File: src/rtl/hpipe_pkg.sv
package hpipe_pkg;
  // kind of data phase waiting for its handshake
  typedef enum logic [1:0] {
    PEND_NONE = 2'd0,
    PEND_DATA = 2'd1,
    PEND_ZERO = 2'd2
  } pend_e;

  localparam int STAT_W       = 8;
  localparam int STAT_UF_BIT  = 5;
  localparam int STAT_FRZ_BIT = 6;
endpackage

File: src/rtl/hpipe_bank_track.sv
module hpipe_bank_track #(
  parameter int NUM_BANKS = 2,
  localparam int PTR_W = (NUM_BANKS > 1) ? $clog2(NUM_BANKS) : 1,
  localparam int BUSY_W = $clog2(NUM_BANKS + 1)
) (
  input  logic              clk,
  input  logic              rst,
  input  logic              inc,
  input  logic              dec,
  output logic [BUSY_W-1:0] busy,
  output logic [PTR_W-1:0]  wr_ptr,
  output logic [PTR_W-1:0]  rd_ptr,
  output logic              empty,
  output logic              full
);
  localparam logic [BUSY_W-1:0] BUSY_MAX = BUSY_W'(NUM_BANKS);
  localparam logic [PTR_W-1:0]  PTR_LAST = PTR_W'(NUM_BANKS - 1);

  logic [BUSY_W-1:0] busy_q, busy_d;
  logic [PTR_W-1:0]  wr_q, rd_q;
  logic              inc_ok, dec_ok;

  assign empty  = (busy_q == '0);
  assign full   = (busy_q == BUSY_MAX);
  assign inc_ok = inc && !full;
  assign dec_ok = dec && !empty;

  always_comb begin
    case ({inc_ok, dec_ok})
      2'b10:   busy_d = busy_q + BUSY_W'(1);
      2'b01:   busy_d = busy_q - BUSY_W'(1);
      default: busy_d = busy_q;
    endcase
  end

  always_ff @(posedge clk) begin
    if (rst) begin
      busy_q <= '0;
      wr_q   <= '0;
      rd_q   <= '0;
    end else begin
      busy_q <= busy_d;
      if (inc_ok) wr_q <= (wr_q == PTR_LAST) ? '0 : wr_q + PTR_W'(1);
      if (dec_ok) rd_q <= (rd_q == PTR_LAST) ? '0 : rd_q + PTR_W'(1);
    end
  end

  assign busy   = busy_q;
  assign wr_ptr = wr_q;
  assign rd_ptr = rd_q;

  // occupancy never passes the bank count
  p_busy_bound_r1: assert property (@(posedge clk) disable iff (rst)
    busy_q <= BUSY_MAX);
  // a lone accepted fill adds exactly one busy bank
  p_busy_inc_r2: assert property (@(posedge clk) disable iff (rst)
    (inc_ok && !dec_ok) |=> busy_q == $past(busy_q) + BUSY_W'(1));
  // a free request on empty occupancy leaves it at zero
  p_no_underrun_r1: assert property (@(posedge clk) disable iff (rst)
    (empty && !inc) |=> busy_q == '0);
endmodule

File: src/rtl/hpipe_toggle.sv
module hpipe_toggle (
  input  logic clk,
  input  logic rst,
  input  logic dir_in,
  input  logic out_adv,
  input  logic in_load,
  input  logic in_pid,
  output logic tgl
);
  logic tgl_q;

  always_ff @(posedge clk) begin
    if (rst) begin
      tgl_q <= 1'b0;
    end else if (!dir_in && out_adv) begin
      tgl_q <= ~tgl_q;
    end else if (dir_in && in_load) begin
      tgl_q <= in_pid;
    end
  end

  assign tgl = tgl_q;

  // an acknowledged OUT inverts the toggle
  p_out_flip_r5: assert property (@(posedge clk) disable iff (rst)
    (!dir_in && out_adv) |=> tgl_q != $past(tgl_q));
  // a stored IN packet leaves its PID in the toggle
  p_in_pid_r6: assert property (@(posedge clk) disable iff (rst)
    (dir_in && in_load) |=> tgl_q == $past(in_pid));
  // no event, no change
  p_hold_r5: assert property (@(posedge clk) disable iff (rst)
    (!out_adv && !in_load) |=> $stable(tgl_q));
endmodule

File: src/rtl/hpipe_inreq_ctr.sv
module hpipe_inreq_ctr #(
  parameter int CNT_W = 8
) (
  input  logic             clk,
  input  logic             rst,
  input  logic             load,
  input  logic [CNT_W-1:0] load_val,
  input  logic             step,
  input  logic             frz_clr,
  output logic [CNT_W-1:0] cnt,
  output logic             frozen
);
  logic [CNT_W-1:0] cnt_q;
  logic             frz_q;
  logic             last_req;

  assign last_req = step && (cnt_q == '0);

  always_ff @(posedge clk) begin
    if (rst) begin
      cnt_q <= '0;
      frz_q <= 1'b0;
    end else begin
      if (load)                       cnt_q <= load_val;
      else if (step && cnt_q != '0)   cnt_q <= cnt_q - CNT_W'(1);
      if (last_req)                   frz_q <= 1'b1;
      else if (frz_clr)               frz_q <= 1'b0;
    end
  end

  assign cnt    = cnt_q;
  assign frozen = frz_q;

  // the request taken at count zero freezes the pipe
  p_freeze_at_zero_r10: assert property (@(posedge clk) disable iff (rst)
    last_req |=> frz_q);
  // each successful IN above zero counts down by one
  p_count_down_r10: assert property (@(posedge clk) disable iff (rst)
    (step && !load && cnt_q != '0) |=> cnt_q == $past(cnt_q) - CNT_W'(1));
endmodule

File: src/rtl/hpipe_bank_ctrl.sv
module hpipe_bank_ctrl
  import hpipe_pkg::*;
#(
  parameter int NUM_BANKS = 2,
  parameter int CNT_W = 8,
  localparam int PTR_W = (NUM_BANKS > 1) ? $clog2(NUM_BANKS) : 1,
  localparam int BUSY_W = $clog2(NUM_BANKS + 1)
) (
  input  logic              clk,
  input  logic              rst,
  input  logic              cfg_dir_in,
  input  logic              cfg_periodic,
  input  logic              cfg_ie,
  input  logic              cnt_wr,
  input  logic [CNT_W-1:0]  cnt_wdata,
  input  logic              stat_wr,
  input  logic [1:0]        flag_wdata,
  input  logic              sw_fill,
  input  logic              sw_free,
  input  logic              eng_out_sent,
  input  logic              eng_in_rcvd,
  input  logic              eng_in_pid,
  input  logic              eng_ack,
  output logic [STAT_W-1:0] stat_rd,
  output logic [CNT_W-1:0]  cnt_rd,
  output logic [PTR_W-1:0]  eng_bank,
  output logic [PTR_W-1:0]  sw_bank,
  output logic              bank_empty,
  output logic              tok_allow,
  output logic              irq
);
  logic [BUSY_W-1:0] busy;
  logic [PTR_W-1:0]  wr_ptr, rd_ptr;
  logic              empty, full, tgl, frozen;
  pend_e             pend_q, pend_d, out_kind;
  logic              pid_q, uf_q, uf_d, uf_set, irq_q;
  logic              out_ev, in_ev, ack_ev;
  logic              out_done, out_data_done, in_done;
  logic              bank_inc, bank_dec, uf_clr, frz_clr;

  // engine events are dropped entirely while frozen
  assign out_ev = eng_out_sent && !cfg_dir_in && !frozen;
  assign in_ev  = eng_in_rcvd  &&  cfg_dir_in && !frozen;
  assign ack_ev = eng_ack && !frozen;

  always_comb begin
    if (!empty)            out_kind = PEND_DATA;
    else if (cfg_periodic) out_kind = PEND_ZERO;
    else                   out_kind = PEND_NONE;
  end

  always_comb begin
    if (out_ev)      pend_d = out_kind;
    else if (in_ev)  pend_d = full ? PEND_NONE : PEND_DATA;
    else if (ack_ev) pend_d = PEND_NONE;
    else             pend_d = pend_q;
  end

  assign out_done      = ack_ev && !cfg_dir_in && (pend_q != PEND_NONE);
  assign out_data_done = ack_ev && !cfg_dir_in && (pend_q == PEND_DATA);
  assign in_done       = ack_ev &&  cfg_dir_in && (pend_q == PEND_DATA);

  assign bank_inc = (!cfg_dir_in && sw_fill) || in_done;
  assign bank_dec = out_data_done || (cfg_dir_in && sw_free);

  assign uf_set  = out_ev && (out_kind == PEND_ZERO);
  assign uf_clr  = stat_wr && !flag_wdata[0];
  assign frz_clr = stat_wr && !flag_wdata[1];
  assign uf_d    = uf_set || (uf_q && !uf_clr);

  always_ff @(posedge clk) begin
    if (rst) begin
      pend_q <= PEND_NONE;
      pid_q  <= 1'b0;
      uf_q   <= 1'b0;
      irq_q  <= 1'b0;
    end else begin
      pend_q <= pend_d;
      if (in_ev) pid_q <= eng_in_pid;
      uf_q   <= uf_d;
      irq_q  <= uf_d && cfg_ie;
    end
  end

  hpipe_bank_track #(.NUM_BANKS(NUM_BANKS)) u_banks (
    .clk(clk), .rst(rst), .inc(bank_inc), .dec(bank_dec),
    .busy(busy), .wr_ptr(wr_ptr), .rd_ptr(rd_ptr),
    .empty(empty), .full(full)
  );

  hpipe_toggle u_tgl (
    .clk(clk), .rst(rst), .dir_in(cfg_dir_in), .out_adv(out_done),
    .in_load(in_done), .in_pid(pid_q), .tgl(tgl)
  );

  hpipe_inreq_ctr #(.CNT_W(CNT_W)) u_req (
    .clk(clk), .rst(rst), .load(cnt_wr), .load_val(cnt_wdata),
    .step(in_done), .frz_clr(frz_clr), .cnt(cnt_rd), .frozen(frozen)
  );

  always_comb begin
    stat_rd               = '0;
    stat_rd[1:0]          = 2'(busy);
    stat_rd[2]            = tgl;
    stat_rd[STAT_UF_BIT]  = uf_q;
    stat_rd[STAT_FRZ_BIT] = frozen;
  end

  assign eng_bank   = cfg_dir_in ? wr_ptr : rd_ptr;
  assign sw_bank    = cfg_dir_in ? rd_ptr : wr_ptr;
  assign bank_empty = empty;
  assign tok_allow  = !frozen;
  assign irq        = irq_q;

  // underflow stays set unless software writes 0 to it
  p_uf_sticky_r9: assert property (@(posedge clk) disable iff (rst)
    (uf_q && !uf_clr) |=> uf_q);
  // no interrupt without the flag
  p_irq_flag_r8: assert property (@(posedge clk) disable iff (rst)
    irq_q |-> uf_q);
  // a frozen pipe holds its toggle
  p_frz_hold_r11: assert property (@(posedge clk) disable iff (rst)
    frozen |=> $stable(tgl));
  // an empty periodic OUT data phase raises underflow
  p_uf_on_empty_r7: assert property (@(posedge clk) disable iff (rst)
    (out_ev && empty && cfg_periodic) |=> uf_q);
endmodule

File: config.mk
export PLATFORM = sky130hd
export DESIGN_NAME = hpipe_bank_ctrl
export DESIGN_NICKNAME = d
export VERILOG_FILES = /design/src/rtl/hpipe_pkg.sv /design/src/rtl/hpipe_bank_track.sv /design/src/rtl/hpipe_toggle.sv /design/src/rtl/hpipe_inreq_ctr.sv /design/src/rtl/hpipe_bank_ctrl.sv
export SDC_FILE = /design/constraint.sdc
export NUM_CORES = 1
export LEC_CHECK = 0
export ABC_CLOCK_PERIOD_IN_PS = 1700
export BUFFER_PORTS_ARGS = -buffer_cell sky130_fd_sc_hd__buf_2
export CAP_MARGIN = 10
export CORE_MARGIN = 1
export CORE_UTILIZATION = 43
export CTS_CLUSTER_DIAMETER = 100
export DETAILED_ROUTE_END_ITERATION = 8
export GPL_ROUTABILITY_DRIVEN = 0
export GPL_TIMING_DRIVEN = 0
export HOLD_SLACK_MARGIN = 0.08
export PLACE_DENSITY = 0.86
export SYNTH_ARGS = -nofsm -noshare
export SYNTH_HDL_FRONTEND = slang
export SYNTH_SLANG_ARGS = --single-unit
File: constraint.sdc
create_clock -name clk -period 1.7 [get_ports clk]
set_input_delay 0.255 -clock clk [delete_from_list [all_inputs] [get_ports clk]]
set_output_delay 0.255 -clock clk [all_outputs]
set_load 0.02 [all_outputs]
* Yosys cells after proc, flatten, opt, wreduce, memory -nomap -nowiden
Cells that the tools add are included.
** Storage, ports and cells
- Flip-flop bits (word level) :: 19
- Input bits :: 23
- Output and inout bits :: 21
** Cells by class
- $add $sub $neg :: 5
- Equal/unequal tests :: 5
- Muxes and demuxes :: 17
- Bitwise gates (word level) :: 1
- Reduce and logical (&&, ||, !) cells :: 42
** Operators by type and width (count)
- $logic_and A1 B1 Y1 :: 23
- $mux W8 :: 2
- $mux W2 :: 5
- $reduce_bool A2 Y1 :: 5
- $mux W1 :: 9
- $logic_not A8 Y1 :: 1
- $reduce_bool A8 Y1 :: 1
- $sub A8 B1 Y8 const B :: 1
- $logic_not A1 Y1 :: 7
- $eq A2 B2 Y1 const B :: 3
- $eq A2 B1 Y1 const B :: 2
- $pmux W2 S2 :: 1
- $logic_or A1 B1 Y1 :: 3
- $reduce_bool A3 Y1 :: 1
- $add A1 B1 Y1 const B :: 2
- $add A2 B1 Y2 const B :: 1
- $logic_not A2 Y1 :: 1
- $sub A2 B1 Y2 const B :: 1
- $not A1 Y1 :: 1

* Longest topological paths before layout
- Depth in word-level cells :: 8
- Mapped depth :: 7
- Mapped depth without buffers :: 7

* By module
From an unflattened synthesis, not the netlist that was laid out.
** Unflattened totals
- Cells, all modules :: 139
- Area total of the unflattened synthesis :: 1248.7 um^2
** By module, submodules not included
- hpipe_inreq_ctr :: times used 1, cells each 67, area each 576.8 um^2, seq. area each 180.2 um^2
- hpipe_bank_ctrl :: times used 1, cells each 45, area each 427.9 um^2, seq. area each 100.1 um^2
- hpipe_bank_track :: times used 1, cells each 21, area each 186.4 um^2, seq. area each 80.1 um^2
- hpipe_toggle :: times used 1, cells each 6, area each 57.6 um^2, seq. area each 20.0 um^2

* Worst setup path before layout
OpenSTA, ideal clock, no wires.
- Path type :: reg2reg
- From :: register u_req.cnt_q[0] (netlist: u_req.cnt[0])
- To :: register u_req.cnt_q[1] (netlist: u_req.cnt[1])
- Data arrival time :: 1.736 ns
- Required time :: 1.576 ns
- Slack :: -0.159 ns
- Stages on the path, launching flop included :: 7
- Path buffers :: 0
- Clock period less this slack :: 1.859 ns
- Path through :: dfxtp_1 > inv_1 > ha_1 > nor3b_1 > a211oi_1 > mux2i_1 > o21ai_0
** On the way
- Cells in the longest elaborated chain, start to end :: 3
- Elaborated cells on any way between the ends :: 6
- Classes of those cells :: add/sub (1); mux (2); reduce/logical (3)
** Ends and longest elaborated chain
- from (decl) :: line hpipe_inreq_ctr.sv:13 : logic [CNT_W-1:0] cnt_q;
- from (signal assigned) :: line hpipe_inreq_ctr.sv:24 : if (load) cnt_q <= load_val;
- from (signal assigned) :: line hpipe_inreq_ctr.sv:25 : else if (step && cnt_q != '0) cnt_q <= cnt_q - CNT_W'(1);
- $sub A8 B1 Y8 or $reduce_bool A8 Y1 (tied branches) :: line hpipe_inreq_ctr.sv:25
- $mux W8 or $logic_and A1 B1 Y1 (tied branches) :: line hpipe_inreq_ctr.sv:25
- $mux W8 or $reduce_bool A2 Y1 (tied branches)
Parallel ways exist; a longest one is shown, timed or not. The select of a mux whose other input is x is not followed.
A chain may end at the register's enable or synchronous reset.

* Worst setup path in the final report
- From :: register pend_q[1]
- To :: register u_banks.busy_q[1] (netlist: u_banks.busy[1])
** On the way
- Cells in the longest elaborated chain, start to end :: 6
- Elaborated cells on any way between the ends :: 11
- Classes of those cells :: eq/ne (3); mux (1); reduce/logical (7)
** Ends and longest elaborated chain
- from (decl) :: line hpipe_bank_ctrl.sv:35 : pend_e pend_q, pend_d, out_kind;
- from (signal assigned) :: line hpipe_bank_ctrl.sv:78 : pend_q <= pend_d;
- $eq A2 B1 Y1 (*) :: line hpipe_bank_ctrl.sv:60 : assign out_data_done = ack_ev && !cfg_dir_in && (pend_q == PEND_DATA);
- $logic_and A1 B1 Y1 (*) :: line hpipe_bank_ctrl.sv:60
- $logic_or A1 B1 Y1 (*) :: line hpipe_bank_ctrl.sv:64 : assign bank_dec = out_data_done || (cfg_dir_in && sw_free);
- $logic_and A1 B1 Y1 (*) :: line hpipe_bank_track.sv:26 : assign dec_ok = dec && !empty;
- via u_banks.dec_ok :: line hpipe_bank_track.sv:21 : logic inc_ok, dec_ok;
- $eq A2 B1 Y1 or $eq A2 B2 Y1 (tied branches) :: line hpipe_bank_track.sv:29 : case ({inc_ok, dec_ok})
- $pmux W2 S2 or $reduce_bool A2 Y1 (tied branches)
- to (signal assigned) :: line hpipe_bank_track.sv:42 : busy_q <= busy_d;
- to (decl) :: line hpipe_bank_track.sv:19 : logic [BUSY_W-1:0] busy_q, busy_d;
The timed path passes the listed nets; every way through them passes the cells marked *.

==> impl_metrics.toml <==
[floorplan]
dieArea_sq_um = 2857
initial_utilization_pct = 45.55
fp-row-count = 18
io_pins = 44
fp.dieW_um = 53.46
dieHeight_um = 53.46
design.core.area_sq_um = 2500

[placement]
place_hpwl_mm = 1.972
place_area_sq_um = 1431
portBuffers = 39
dpl.cell_count = 209

[timing]
rsz0062_at_grt = "true"
slew_headroom_pct = 64.40
setup_violations = 2
finalCriticalPeriod_ns = 1.737
skew_ns = 0.006461
post-route-period-util_pct = 102.2
hold_viol_final = 0
fmaxAchievable_mhz = 575.7
fin_setup_tns_ns = -0.05400
finalWorstSetupSlack_ns = -0.03707
slew_violations = 0
worstMarginPinSlew_ns = 0.5340

[clock_network]
cts_buffers = 3
htreeDepth = 1
clockRootBuffer = "clkbuf_4"
clkLatencyLatePin_ns = 0.30
clk_path_buf_depth = 2
cts_tree = "built"
cts_sinks = 19
clkTransAtPathRegs_ns = 0.12

[setup_path]
crit_type = "reg -> reg"
r2r_setup_slack_ns = -0.04
cp-start-kind = "flop"
path_max_fanout = 3
end_kind = "flop"
required_ns = 1.94
cp.arrival_ns = 1.98

[final_layout]
final_area_sq_um = 1588
diodes = 0
final_nets = 219
ff_latch_area_sq_um = 394.1
drive_gt1_share_pct = 45.83
final_cells = 222
fin_util_pct = 63.51
n_fill_cell = 222
multi_input_area_sq_um = 762.0
area_delta_synth_final_pct = 39.45

[yosys]
yosysWarnings = 0
synthFlopType = "dfxtp_1"
syn_area_per_cell_sq_um = 8.251
synth_edf_count = 0
synthArstFlopShare_pct = 0
ys_types = 43
syn_area_sq_um = 1139
netlist_top_cells_count = "dfxtp_1, nor2_1, a21oi_1, inv_1, nand2_1"
seq_area_frac_synth_pct = 33.41
yosysMostFrequentCell = "dfxtp_1"
synth.area.top_cells = "dfxtp_1, mux2_2, nor2_1, a211oi_1, a21oi_1"
synth-seq-cells = 19
netlist.area_leader.share_pct = 33.41
synth_top_area_cell = "dfxtp_1"
synth_cells = 138

[routing]
wl_per_cell_um = 13.50
first_pass_iters = 4
postRouteAntennaNets = 0
drc = 0
routed_via_density = 5.477
wl_mm = 2.996
vias = 1216
drt_iter0_markers = 28

[job]
drv_cap = 0

[pwr]
intPower_uw = 760.2
switching_share_pct = 36.32
p_leak_nw = 0.6942
clock_power_share_pct = 19.7
comb_power_share_pct = 34.6
power.density_nw_per_um2 = 751.9
switchingPower_uw = 433.7
power_mw = 1.194
power_frac_seq_pct = 45.7
ir_drop_uv = 625.7

[global_routing]
grt_util_all_layers_pct = 20.50
grt_max_degree = 12
grt_pass1_wl_mm = 4.374
grt_antenna_before_repair = 0
grt_pass1_vias = 1033
grt_overflow_total = 0

[status]
violations = "negative setup slack"
status = "finished, violations left"

[min_path]
hold_path.class = "in -> reg"
-- placed cells by master (no fill, tap or decap), types with 2 or more instances in the layout --
master,instances
a211oi_1,4
a211oi_2,2
a21oi_1,8
buf_2,40
buf_4,15
clkbuf_1,3
clkbuf_4,3
conb_1,3
dfxtp_1,12
dfxtp_2,5
dfxtp_4,2
ha_1,2
inv_1,9
mux2_2,5
mux2i_1,2
nand2_1,8
nand3_1,2
nand4_1,3
nor2_1,13
nor2b_1,4
nor3_1,4
nor4_1,2
o21ai_0,5
or4_4,2
xnor2_1,5
xor2_1,2
-- through the flow --
| stage | worst slack [ns] | hold WS (ns) |
|---|---|---|
| CTS | -0.01014 | 0.1559 |
| finish | -0.03707 | 0.1506 |
| global route | -0.09873 | 0.1502 |
| detailed placement | -0.2554 | 0.4707 |
| floorplan | 0.003361 | 0.3317 |
| global placement | -0.2301 | 0.4545 |
-- flip-flops by register name (all words and copies together) (netlist names) --
| register | cells |
|---|---|
| pend_q | 2 |
| u_req.cnt | 8 |
| u_req.frozen | 1 |
| u_tgl.tgl | 1 |
| pid_q | 1 |
| irq | 1 |
| u_banks.rd_ptr | 1 |
| u_banks.wr_ptr | 1 |
| u_banks.busy | 2 |
| uf_q | 1 |
-- path summary, 6_finish.rpt --
check                    startpoint                      endpoint  cells after the start
max          pend_q[1]$_SDFFE_PP0P_  u_banks.busy[1]$_SDFFE_PP0P_                      6
min reg2reg         uf_q$_SDFF_PP0_               uf_q$_SDFF_PP0_                      2
min                          cfg_ie                irq$_SDFF_PP0_                      2
max reg2reg  pend_q[1]$_SDFFE_PP0P_  u_banks.busy[1]$_SDFFE_PP0P_                      6
-- layout make-up --
cell class | instances | area share (%)
Timing Repair Buffer | 48 | 16.55
Tap cell | 30 | 2.364
Sequential cell | 19 | 24.82
Multi-Input combinational cell | 101 | 47.99
Inverter | 9 | 2.128
Buffer | 11 | 4.413
Clock inverter | 1 | 0.3152
Clock buffer | 3 | 1.418
-- worst max-delay path, stage by stage (launching register included) --
cell	delay, ns
dfxtp_2	0.36
and4bb_2	0.33
nand2_2	0.07
a21oi_2	0.17
ha_1	0.26
or3_1	0.37
a21oi_1	0.13
-- metal layers --
metal | GRT usage [%] | routed length (um)
met1 | 26.50 | 1248
met2 | 36.46 | 1565
met3 | 2.586 | 166
met4 | 2.632 | 15
met5 | 0 | 0
-- power by group through the flow --
stage	clock (mW)	combinational, mW	sequential (mW)
after floorplan	0	0.225	0.571
after global placement	0	0.346	0.549
after detailed placement	0	0.353	0.550
after CTS	0.234	0.382	0.541
after global routing	0.256	0.453	0.554
final	0.235	0.413	0.546
-- timing repair --
action	4_1_cts	5_1_grt
setup buffers	6	3
gates resized for setup	6	9
pin swaps	9	1
hold buffers	0	0
endpoints found under the setup margin	3	7
gates cloned	0	0
-- kinds of logic after synthesis --
group | synth area share (%)
buffers and inverters | 9.120
other | 0.3294
multiplexers | 6.703
AND/OR/NAND/NOR | 24.84
XOR/XNOR | 5.385
AO/OA/AOI/OAI | 16.92
flip-flops | 33.41
adder cells (fa/ha/maj) | 3.297
No activity file was read; power rests on OpenSTA's default activity.
